<file path="config.mk">
export PLATFORM = sky130hd
export DESIGN_NAME = cfg_uart_rx
export DESIGN_NICKNAME = d
export VERILOG_FILES = /design/src/rtl/uart_rx_pkg.sv /design/src/rtl/uart_rx_ctl.sv /design/src/rtl/uart_rx_dp.sv /design/src/rtl/cfg_uart_rx.sv
export SDC_FILE = /design/constraint.sdc
export NUM_CORES = 1
export LEC_CHECK = 0
export ABC_AREA = 1
export BUFFER_PORTS_ARGS = -buffer_cell sky130_fd_sc_hd__clkbuf_2
export CORE_UTILIZATION = 55
export DETAILED_ROUTE_END_ITERATION = 12
export PLACE_DENSITY = 0.76
export SETUP_SLACK_MARGIN = 0.3
export SLEW_MARGIN = 0
export SYNTH_ARGS = -nofsm -noshare
export SYNTH_HDL_FRONTEND = slang
export SYNTH_SLANG_ARGS = --single-unit
</file>
<file path="constraint.sdc">
create_clock -name clk -period 2.63 [get_ports clk]
set_input_delay 0.526 -clock clk [delete_from_list [all_inputs] [get_ports clk]]
set_output_delay 0.526 -clock clk [all_outputs]
set_load 0.01 [all_outputs]
</file>
<file path="src/rtl/uart_rx_pkg.sv">
package uart_rx_pkg;

  localparam int MAX_BITS = 9;
  localparam int WORD_W   = 16;

  typedef enum logic [2:0] {
    ST_IDLE,
    ST_START,
    ST_DATA,
    ST_PAR,
    ST_STOP
  } rxState_t;

  typedef struct packed {
    logic       clrChar;
    logic       takeData;
    logic       takePar;
    logic       takeStop;
    logic       clrOvf;
    logic [3:0] bitIdx;
  } rxStrobe_t;

  function automatic logic [3:0] dataBits(input logic [3:0] code);
    if (code < 4'd1)      return 4'd4;
    else if (code > 4'd6) return 4'd9;
    else                  return code + 4'd3;
  endfunction

endpackage

</file>
<file path="src/rtl/uart_rx_ctl.sv">
module uart_rx_ctl
  import uart_rx_pkg::*;
(
  input  logic      clk,
  input  logic      rstN,
  input  logic      tick,
  input  logic      lineS,
  input  logic [7:0] cfgWord,
  input  logic      enCmd,
  input  logic      disCmd,
  output rxStrobe_t stb
);

  rxState_t   state;
  logic [3:0] slotCnt;
  logic [3:0] bitIdx;
  logic       enabled;
  logic       vote7, vote8;

  logic [3:0] slot;
  logic [3:0] nData;
  logic       parOn;
  logic [3:0] stopSlot;
  logic [1:0] lowCount;
  logic       active;

  assign slot     = slotCnt + 4'd1;
  assign nData    = dataBits(cfgWord[3:0]);
  assign parOn    = cfgWord[5];
  assign stopSlot = (cfgWord[7:6] == 2'b00) ? 4'd4 : 4'd8;
  assign lowCount = {1'b0, ~vote7} + {1'b0, ~vote8} + {1'b0, ~lineS};
  assign active   = enabled && !disCmd;

  always_ff @(posedge clk) begin
    if (!rstN) begin
      state   <= ST_IDLE;
      slotCnt <= '0;
      bitIdx  <= '0;
      enabled <= 1'b0;
      vote7   <= 1'b1;
      vote8   <= 1'b1;
    end else begin
      if (disCmd)     enabled <= 1'b0;
      else if (enCmd) enabled <= 1'b1;

      if (!active) begin
        state <= ST_IDLE;
      end else if (tick) begin
        case (state)
          ST_IDLE: begin
            if (!lineS) begin
              state   <= ST_START;
              slotCnt <= '0;
            end
          end
          ST_START: begin
            slotCnt <= slot;
            if (slot == 4'd7) vote7 <= lineS;
            if (slot == 4'd8) vote8 <= lineS;
            if (slot == 4'd9 && lowCount < 2'd2) state <= ST_IDLE;
            else if (slot == 4'd15) begin
              state  <= ST_DATA;
              bitIdx <= '0;
            end
          end
          ST_DATA: begin
            slotCnt <= slot;
            if (slot == 4'd15) begin
              if (bitIdx == nData - 4'd1) state <= parOn ? ST_PAR : ST_STOP;
              else                        bitIdx <= bitIdx + 4'd1;
            end
          end
          ST_PAR: begin
            slotCnt <= slot;
            if (slot == 4'd15) state <= ST_STOP;
          end
          ST_STOP: begin
            slotCnt <= slot;
            if (slot == stopSlot) state <= ST_IDLE;
          end
          default: state <= ST_IDLE;
        endcase
      end
    end
  end

  always_comb begin
    stb          = '0;
    stb.bitIdx   = bitIdx;
    stb.clrOvf   = disCmd;
    stb.clrChar  = active && tick && (state == ST_IDLE) && !lineS;
    stb.takeData = active && tick && (state == ST_DATA) && (slot == 4'd8);
    stb.takePar  = active && tick && (state == ST_PAR)  && (slot == 4'd8);
    stb.takeStop = active && tick && (state == ST_STOP) && (slot == stopSlot);
  end

  AST_OFF_GOES_IDLE: assert property (@(posedge clk) disable iff (!rstN)
    (!enabled) |=> (state == ST_IDLE));

  AST_GLITCH_REJECT: assert property (@(posedge clk) disable iff (!rstN)
    (active && tick && state == ST_START && slot == 4'd9 && lowCount < 2'd2)
      |=> (state == ST_IDLE));

  AST_ONE_STROBE: assert property (@(posedge clk) disable iff (!rstN)
    $onehot0({stb.clrChar, stb.takeData, stb.takePar, stb.takeStop}));

endmodule

</file>
<file path="src/rtl/uart_rx_dp.sv">
module uart_rx_dp
  import uart_rx_pkg::*;
#(
  parameter int DEPTH = 2
)(
  input  logic              clk,
  input  logic              rstN,
  input  logic              rxLine,
  input  logic [1:0]        parMode,
  input  rxStrobe_t         stb,
  input  logic              rdStrobe,
  output logic              lineS,
  output logic [WORD_W-1:0] rxWord,
  output logic              rxValid,
  output logic              rxOverflow
);

  localparam int PTR_W = (DEPTH > 1) ? $clog2(DEPTH) : 1;
  localparam int CNT_W = $clog2(DEPTH + 1);
  localparam logic [CNT_W-1:0] FULL = CNT_W'(DEPTH);

  logic                sync1, sync2;
  logic [MAX_BITS-1:0] dataReg;
  logic                parAcc;
  logic                parErr;

  logic [WORD_W-1:0]   mem [DEPTH];
  logic [PTR_W-1:0]    wrPtr, rdPtr;
  logic [CNT_W-1:0]    count;

  logic                doPop, doPush;
  logic [WORD_W-1:0]   newWord;

  function automatic logic [PTR_W-1:0] nextPtr(input logic [PTR_W-1:0] p);
    return (p == PTR_W'(DEPTH - 1)) ? '0 : p + 1'b1;
  endfunction

  assign lineS   = sync2;
  assign newWord = {~lineS, parErr, 5'b00000, dataReg};
  assign doPop   = rdStrobe && (count != '0);
  assign doPush  = stb.takeStop && ((count != FULL) || doPop);
  assign rxValid = (count != '0);
  assign rxWord  = rxValid ? mem[rdPtr] : '0;

  always_ff @(posedge clk) begin
    if (!rstN) begin
      sync1   <= 1'b1;
      sync2   <= 1'b1;
      dataReg <= '0;
      parAcc  <= 1'b0;
      parErr  <= 1'b0;
    end else begin
      sync1 <= rxLine;
      sync2 <= sync1;
      if (stb.clrChar) begin
        dataReg <= '0;
        parAcc  <= 1'b0;
        parErr  <= 1'b0;
      end
      if (stb.takeData) begin
        dataReg[stb.bitIdx] <= lineS;
        parAcc              <= parAcc ^ lineS;
      end
      if (stb.takePar) parErr <= parAcc ^ lineS ^ parMode[0];
    end
  end

  always_ff @(posedge clk) begin
    if (doPush) mem[wrPtr] <= newWord;
  end

  always_ff @(posedge clk) begin
    if (!rstN) begin
      wrPtr      <= '0;
      rdPtr      <= '0;
      count      <= '0;
      rxOverflow <= 1'b0;
    end else begin
      if (doPop)  rdPtr <= nextPtr(rdPtr);
      if (doPush) wrPtr <= nextPtr(wrPtr);
      case ({doPush, doPop})
        2'b10:   count <= count + 1'b1;
        2'b01:   count <= count - 1'b1;
        default: count <= count;
      endcase
      if (stb.clrOvf) rxOverflow <= 1'b0;
      if (stb.takeStop && !doPush) rxOverflow <= 1'b1;
    end
  end

  AST_POP_SHRINKS: assert property (@(posedge clk) disable iff (!rstN)
    (doPop && !stb.takeStop) |=> (count == $past(count) - 1'b1));

  AST_FULL_DROP: assert property (@(posedge clk) disable iff (!rstN)
    (stb.takeStop && count == FULL && !rdStrobe) |=> (rxOverflow && count == FULL));

  AST_OVF_STICKY: assert property (@(posedge clk) disable iff (!rstN)
    (rxOverflow && !stb.clrOvf) |=> rxOverflow);

  AST_SWAP_WHEN_FULL: assert property (@(posedge clk) disable iff (!rstN)
    (stb.takeStop && rdStrobe && count == FULL)
      |=> (count == FULL && rxOverflow == $past(rxOverflow)));

  AST_RSVD_ZERO: assert property (@(posedge clk) disable iff (!rstN)
    rxValid |-> (rxWord[13:9] == 5'b00000));

endmodule

</file>
<file path="src/rtl/cfg_uart_rx.sv">
module cfg_uart_rx
  import uart_rx_pkg::*;
#(
  parameter int DEPTH = 2
)(
  input  logic        clk,
  input  logic        rstN,
  input  logic        tick16,
  input  logic        rxLine,
  input  logic [7:0]  cfgWord,
  input  logic        rxEnCmd,
  input  logic        rxDisCmd,
  input  logic        rdStrobe,
  output logic [15:0] rxWord,
  output logic        rxValid,
  output logic        rxOverflow
);

  rxStrobe_t stb;
  logic      lineS;

  uart_rx_ctl u_ctl (
    .clk     (clk),
    .rstN    (rstN),
    .tick    (tick16),
    .lineS   (lineS),
    .cfgWord (cfgWord),
    .enCmd   (rxEnCmd),
    .disCmd  (rxDisCmd),
    .stb     (stb)
  );

  uart_rx_dp #(.DEPTH(DEPTH)) u_dp (
    .clk        (clk),
    .rstN       (rstN),
    .rxLine     (rxLine),
    .parMode    (cfgWord[5:4]),
    .stb        (stb),
    .rdStrobe   (rdStrobe),
    .lineS      (lineS),
    .rxWord     (rxWord),
    .rxValid    (rxValid),
    .rxOverflow (rxOverflow)
  );

endmodule

</file>
==> results of run 1 <==
## layout by cell type, fill, tap and decap left out, types with 2 or more instances in the layout
cell type and instances:
nand2_1 75, inv_1 39, a21oi_1 39, nor2_1 32
dfxtp_1 31, nand3_1 27, clkbuf_2 27, edfxtp_1 22
o21ai_0 16, ha_1 12, nand2_2 6, xor2_1 5
inv_2 5, nand4_1 5, conb_1 5, clkbuf_8 5
nand3_2 4, nor3_1 4, o21ai_2 4, buf_4 3
nor2_2 2, or2_2 2, clkinv_4 2, o21ai_1 2
dfxtp_2 2
## critical path, stage by stage (launching register included)
cell	delay, ns
dfxtp_1	0.36
ha_1	0.22
or2_1	0.23
nand2_2	0.10
nand3_1	0.09
nand2_1	0.08
nand2_1	0.07
nor2_1	0.09
nand2_1	0.11
ha_1	0.34
nor2_1	0.14
and3_1	0.17
nor3_1	0.04
## path summary, 6_finish.rpt
path | start | slack (ns) | end
setup / recovery | u_ctl.slotCnt[0] | 0.46 | u_dp.count[1]
hold / removal | rxLine | 0.41 | u_dp.sync1
setup reg to reg | u_ctl.slotCnt[0] | 0.46 | u_dp.count[1]
hold reg to reg | u_dp.sync1 | 0.44 | u_dp.lineS
## metal layers
metal  part of all wire (%)  global-route usage, %  up-vias  wire, um
met5                      0                      0        -         0
met4                   0.34                   4.82        0        18
met3                    3.2                   3.21        2       172
li1                       -                      -     1244         -
met1                     48                   25.5     1039      2530
met2                     49                   35.0       44      2580
## per-stage QoR
stage	std cells	setup WS (ns)	power (uW)	util [%]
after floorplan	368	0.527	966	-
after global placement	455	0.571	981	60.8
after detailed placement	455	0.450	984	60.8
after CTS	463	0.421	1430	62.5
after global routing	463	0.299	1470	62.6
final	463	0.457	1420	62.6
## where the power goes
group          total, uW  internal [uW]  leakage, uW  switching (uW)
clock                454            186    0.0000418             268
sequential           884            881     0.000470            2.78
combinational       80.8           27.4     0.000774            53.3
total               1420           1090      0.00129             324
## cells by family (layout without fill, tap and decap cells)
kind of cell / count (synthesis) / after routing / synth area share (%)
other: 1 / 5 / 0.128
buffers and inverters: 58 / 83 / 8.47
AND/OR/NAND/NOR: 164 / 164 / 26.0
XOR/XNOR: 7 / 7 / 2.34
flip-flops: 55 / 55 / 44.9
AO/OA/AOI/OAI: 67 / 67 / 13.1
adder cells (fa/ha/maj): 12 / 12 / 5.11
## cell type report
| class | instances | area, um2 | area share [%] |
|---|---|---|---|
| Clock inverter | 3 | 20.0 | 0.622 |
| Multi-Input combinational cell | 255 | 1390 | 43.1 |
| Clock buffer | 5 | 68.8 | 2.14 |
| Inverter | 45 | 174 | 5.41 |
| Sequential cell | 55 | 1320 | 41.2 |
| Tap cell | 70 | 87.6 | 2.72 |
| Timing Repair Buffer | 30 | 158 | 4.90 |
## cells in the mapped netlist, types with 5 or more instances
cell type   n  area [um2]
nand3_1    27         135
buf_4       7        52.6
clkbuf_1    6        22.5
o21ai_0    16        80.1
inv_2       5        18.8
a21oi_1    39         195
nand2_1    75         282
nand4_1     5        31.3
xor2_1      5        43.8
edfxtp_1   22         661
inv_1      39         146
nand2_2     6        37.5
ha_1       12         150
dfxtp_1    33         661
nor2_1     32         120
## state kept, by name, indices dropped and copies added, names as in the netlist, 2 cells and up, named ones only
register / count
u_ctl.slotCnt: 4
u_dp.dataReg: 9
u_ctl.bitIdx: 4
u_dp.count: 2
u_dp.mem: 22
u_ctl.state: 3
==> insert_results.sql, run 1 <==
INSERT INTO impl_metrics (metric_group, metric, value, unit) VALUES
('clock_network', 'cts_max_path_buffers', '2', ''),
('sta', 'finalSetupViolCount', '0', ''),
('outcome', 'run_status', 'finished clean', ''),
('clock_network', 'tritoncts.num_buffers', '5', ''),
('route', 'vias_per_cell', '5.03', ''),
('clock_network', 'clock_latency', '0.30', 'ns'),
('synth', 'synth_async_sr_flop_share', '0', '%'),
('power', 'power.static_leakage', '0.00129', 'uW'),
('floorplanning', 'floorplan.initialDensity', '57.2', '%'),
('sta', 'timing.final.hold_violations', '0', ''),
('synth', 'synth_enable_flop_cells', '22', ''),
('floorplanning', 'boundaryPins', '33', ''),
('placed_design', 'dp.final_hpwl', '3920', 'um'),
('synth', 'netlist_instances', '364', ''),
('clock_network', 'cts_tree', 'yes', ''),
('min_path', 'type_of_the_worst_min_delay_path', 'input port to register', ''),
('clock_network', 'clock_sinks', '55', ''),
('sta', 'worst_clock_skew', '0.00715', 'ns'),
('critical_path', 'critical_path.endpoint_type', 'register', ''),
('placed_design', 'port-buffer-count', '27', ''),
('power', 'power-per-cell-area', '441', 'nW/um2'),
('critical_path', 'worst_r2r_path_depth', '12', ''),
('synth', 'main_synth_ff_type', 'dfxtp_1', ''),
('grt', 'grt_pass1_wl', '8660', 'um'),
('synth', 'synthDistinctLibCells', '38', ''),
('sta', 'fin_tns_setup', '0', 'ns'),
('grt', 'grt_overflow', '0', ''),
('route', 'drc', '0', ''),
('placed_design', 'routabilityCongestion', '0.911', ''),
('grt', 'global_route.usage.total', '19.9', '%'),
('clock_network', 'clock_edge_transition_at_the_registers_on_the_reported_setup_and_hold_paths', '0.10', 'ns'),
('sta', 'rsz0062_at_grt', 'true', ''),
('placed_design', 'placedInstanceArea', '3130', 'um2'),
('sta', 'count_of_pins_over_their_slew_limit', '0', ''),
('clock_network', 'cts.root.buffer_cell', 'clkbuf_8', ''),
('clock_network', 'h-tree-depth', '2', ''),
('sta', 'post-route-min-period', '2.17', 'ns'),
('synth', 'sequential_share_of_the_synthesized_area', '44.9', '%'),
('route', 'vias', '2329', ''),
('clock_network', 'cts_hold_buffers', '0', ''),
('floorplanning', 'design.core.area', '5140', 'um2'),
('synth', 'mappedNetlistArea', '2940', 'um2'),
('synth', 'yosysWarningCount', '0', ''),
('final_layout', 'layout.filler_cells', '453', ''),
('floorplanning', 'rows', '26', ''),
('route', 'antenna_left', '0', ''),
('sta', 'final.period_utilization', '82.6', '%'),
('clock_network', 'post_cts_resized', '0', ''),
('clock_network', 'cts_post_setup_buffers_inserted', '0', ''),
('grt', 'grt_max_degree', '19', ''),
('route', 'routedWlPerCell', '11.5', 'um'),
('critical_path', 'cp_data_arrival_time', '2.35', 'ns'),
('final_layout', 'areaGrowthSynthToFinish', '9.40', '%'),
('run', 'cap_viol_max_count', '0', ''),
('final_layout', 'finish.net_count', '419', ''),
('route', 'drt_pre_antenna_iters', '5', ''),
('final_layout', 'antennaDiodeCount', '0', ''),
('final_layout', 'final_layout_size_suffix_gt1_share', '18.1', '%'),
('grt', 'first_global_vias', '2003', ''),
('floorplanning', 'die_area', '5640', 'um2'),
('final_layout', 'design_area', '3220', 'um2'),
('critical_path', 'cp.required', '2.80', 'ns'),
('critical_path', 'path_max_fanout', '5', ''),
('min_path', 'min_delay_path_depth', '2', ''),
('synth', 'postSynthRegisterBits', '55', ''),
('critical_path', 'timing.setup.critical_path_class', 'register to register', ''),
('route', 'drt_iter0_drc', '112', ''),
('sta', 'max_clock_freq', '0.460', 'GHz'),
('grt', 'grt_antenna_before_repair', '0', ''),
('critical_path', 'critical_path.startpoint_type', 'register', ''),
('floorplanning', 'dieWidth', '75.1', 'um'),
('route', 'finalWirelength', '5310', 'um'),
('synth', 'avgSynthCellArea', '8.08', 'um2'),
('floorplanning', 'die_h', '75.1', 'um'),
('power', 'max-vdd-ir-drop', '0.000244', 'V'),
('sta', 'finalHoldWorstSlack', '0.408', 'ns');
Power figures use the tool's default switching activity.
==> inputs of run 2 (changes only) <==
clock period = 2.3 ns   (was 2.63 ns; I/O delays follow)
==> run 2 against run 1 <==
Die area unchanged. Flip-flop and latch count unchanged. Non-clock buffer count increased by 6. Combinational power increased by 18%. Final area increased by 4.9%. Clock skew decreased by 0.0030 ns. Largest cell class unchanged. Highest routed layer unchanged. Wire length increased by 4.3%. Global-route usage increased by 0.73 points. Sequential share of layout area decreased by 1.8 points.
==> insert_results.sql, run 2 (synthesis results as in run 1) <==
INSERT INTO impl_metrics (metric_group, metric, value, unit) VALUES
('placed_design', 'post-place-ws', '0.147', 'ns'),
('min_path', 'type_of_the_worst_min_delay_path', 'input port to register', ''),
('floorplanning', 'dieWidth', '75.1', 'um'),
('clock_network', 'cts_max_path_buffers', '2', ''),
('power', 'power.static_leakage', '0.00133', 'uW'),
('power', 'max-vdd-ir-drop', '0.000302', 'V'),
('sta', 'count_of_pins_over_their_slew_limit', '0', ''),
('floorplanning', 'floorplan.initialDensity', '57.2', '%'),
('power', 'power-per-cell-area', '512', 'nW/um2'),
('sta', 'worst_clock_skew', '0.00416', 'ns'),
('clock_network', 'cts_tree', 'yes', ''),
('final_layout', 'regArea', '1330', 'um2'),
('grt', 'grt_pass1_wl', '8890', 'um'),
('critical_path', 'timing.setup.critical_path_class', 'register to register', ''),
('grt', 'grt_max_degree', '18', ''),
('sta', 'timing.final.hold_violations', '0', ''),
('run', 'cap_viol_max_count', '0', ''),
('critical_path', 'path_max_fanout', '5', ''),
('grt', 'grt_overflow', '0', ''),
('final_layout', 'layout_commonest_cell', 'nand2_1', ''),
('sta', 'final.period_utilization', '84.7', '%'),
('clock_network', 'clock_sinks', '55', ''),
('placed_design', 'routabilityCongestion', '0.895', ''),
('route', 'routedWlPerCell', '11.8', 'um'),
('final_layout', 'areaGrowthSynthToFinish', '14.8', '%'),
('floorplanning', 'die_h', '75.1', 'um'),
('clock_network', 'cts.root.buffer_cell', 'clkbuf_8', ''),
('final_layout', 'utilization', '65.7', '%'),
('route', 'antenna_left', '0', ''),
('final_layout', 'layout.filler_cells', '440', ''),
('sta', 'fin_tns_setup', '0', 'ns'),
('clock_network', 'clock_latency', '0.30', 'ns'),
('placed_design', 'placedInstanceArea', '3140', 'um2'),
('critical_path', 'critical_path.endpoint_type', 'register', ''),
('critical_path', 'cp.required', '2.48', 'ns'),
('clock_network', 'tritoncts.num_buffers', '5', ''),
('critical_path', 'critical_path.startpoint_type', 'register', ''),
('placed_design', 'dp.final_hpwl', '4010', 'um'),
('sta', 'post-route-min-period', '1.95', 'ns'),
('floorplanning', 'boundaryPins', '33', ''),
('final_layout', 'final_layout_size_suffix_gt1_share', '23.1', '%'),
('final_layout', 'finish.net_count', '425', ''),
('route', 'vias', '2368', ''),
('final_layout', 'antennaDiodeCount', '0', ''),
('grt', 'first_global_vias', '2043', ''),
('clock_network', 'clock_edge_transition_at_the_registers_on_the_reported_setup_and_hold_paths', '0.09', 'ns'),
('critical_path', 'cp_data_arrival_time', '2.13', 'ns'),
('final_layout', 'most-common-layout-cells', '72 x nand2_1, 38 x inv_1, 38 x a21oi_1', ''),
('grt', 'global_route.usage.total', '20.6', '%'),
('final_layout', 'design_area', '3380', 'um2'),
('floorplanning', 'die_area', '5640', 'um2'),
('floorplanning', 'rows', '26', ''),
('final_layout', 'top_regs', 'u_dp.mem (22), u_dp.dataReg (9)', ''),
('route', 'drt_pre_antenna_iters', '4', ''),
('outcome', 'run_status', 'finished clean', ''),
('route', 'finalWirelength', '5530', 'um'),
('placed_design', 'port-buffer-count', '27', ''),
('sta', 'max_clock_freq', '0.513', 'GHz'),
('sta', 'rsz0062_at_grt', 'true', ''),
('clock_network', 'h-tree-depth', '2', ''),
('sta', 'fin_ws', '0.352', 'ns'),
('final_layout', 'register_bank_with_the_most_flops', 'u_dp.mem', ''),
('route', 'drc', '0', ''),
('grt', 'grt_antenna_before_repair', '0', ''),
('final_layout', 'multi_input_comb_area', '1470', 'um2'),
('clock_network', 'cts_hold_buffers', '0', ''),
('route', 'drt_iter0_drc', '144', ''),
('floorplanning', 'design.core.area', '5140', 'um2'),
('final_layout', 'flip_flop_count_of_the_largest_register_all_copies_and_words_added', '22', ''),
('sta', 'finalSetupViolCount', '0', ''),
('route', 'vias_per_cell', '5.05', '');
[run 2: final cells by class]
cell class / instances / area share [%]
multi-input cells: 255 / 43.5
clock inverters: 2 / 1.11
repair buffers: 36 / 6.12
well taps: 70 / 2.59
clock buffers: 6 / 2.15
inverters: 45 / 5.15
flip-flops and latches: 55 / 39.4
[run 2: power breakdown]
group / total, uW / switching [uW] / internal [uW]
Combinational: 95.6 / 62.1 / 33.5
Sequential: 1010 / 3.00 / 1010
Clock: 625 / 300 / 325
[run 2: worst paths after layout]
path,start,endpoint,slack (ns),cells after the start
setup / recovery,u_ctl.slotCnt[0],u_dp.count[1],0.35,12
hold reg to reg,u_dp.sync1,u_dp.lineS,0.44,1
hold / removal,rxLine,u_dp.sync1,0.35,2
setup reg to reg,u_ctl.slotCnt[0],u_dp.count[1],0.35,12
[run 2: layer usage]
layer | GRT usage [%] | part of all wire [%] | vias to the layer above
li1 | - | - | 1251
met1 | 26.7 | 47 | 1075
met2 | 35.7 | 49 | 38
met3 | 3.21 | 2.7 | 4
met4 | 5.87 | 0.85 | 0
met5 | 0 | 0 | -
[run 2: what timing repair did]
action                     4_1_cts  5_1_grt
gates resized for setup          7       16
gates cloned                     0        0
setup buffers                    3        1
setup endpoints to repair       13       42
pin swaps                        3        6
[run 2: critical path, stage by stage (launching register included)]
cell     delay, ns
dfxtp_4       0.37
ha_4          0.16
or2_1         0.21
nand2_2       0.10
nand3_2       0.08
nand2_2       0.07
nand2_2       0.06
nor2_2        0.09
nand2_2       0.10
ha_4          0.27
nor2_4        0.09
and3_4        0.18
nor3_2        0.03
[run 2: stage by stage]
stage | power, uW | instances | hold WS, ns
final | 1730 | 469 | 0.345
after global routing | 1800 | 469 | 0.344
after CTS | 1740 | 468 | 0.341
after detailed placement | 1130 | 457 | 0.424
after global placement | 1120 | 457 | 0.427
after floorplan | 1100 | 368 | 0.393
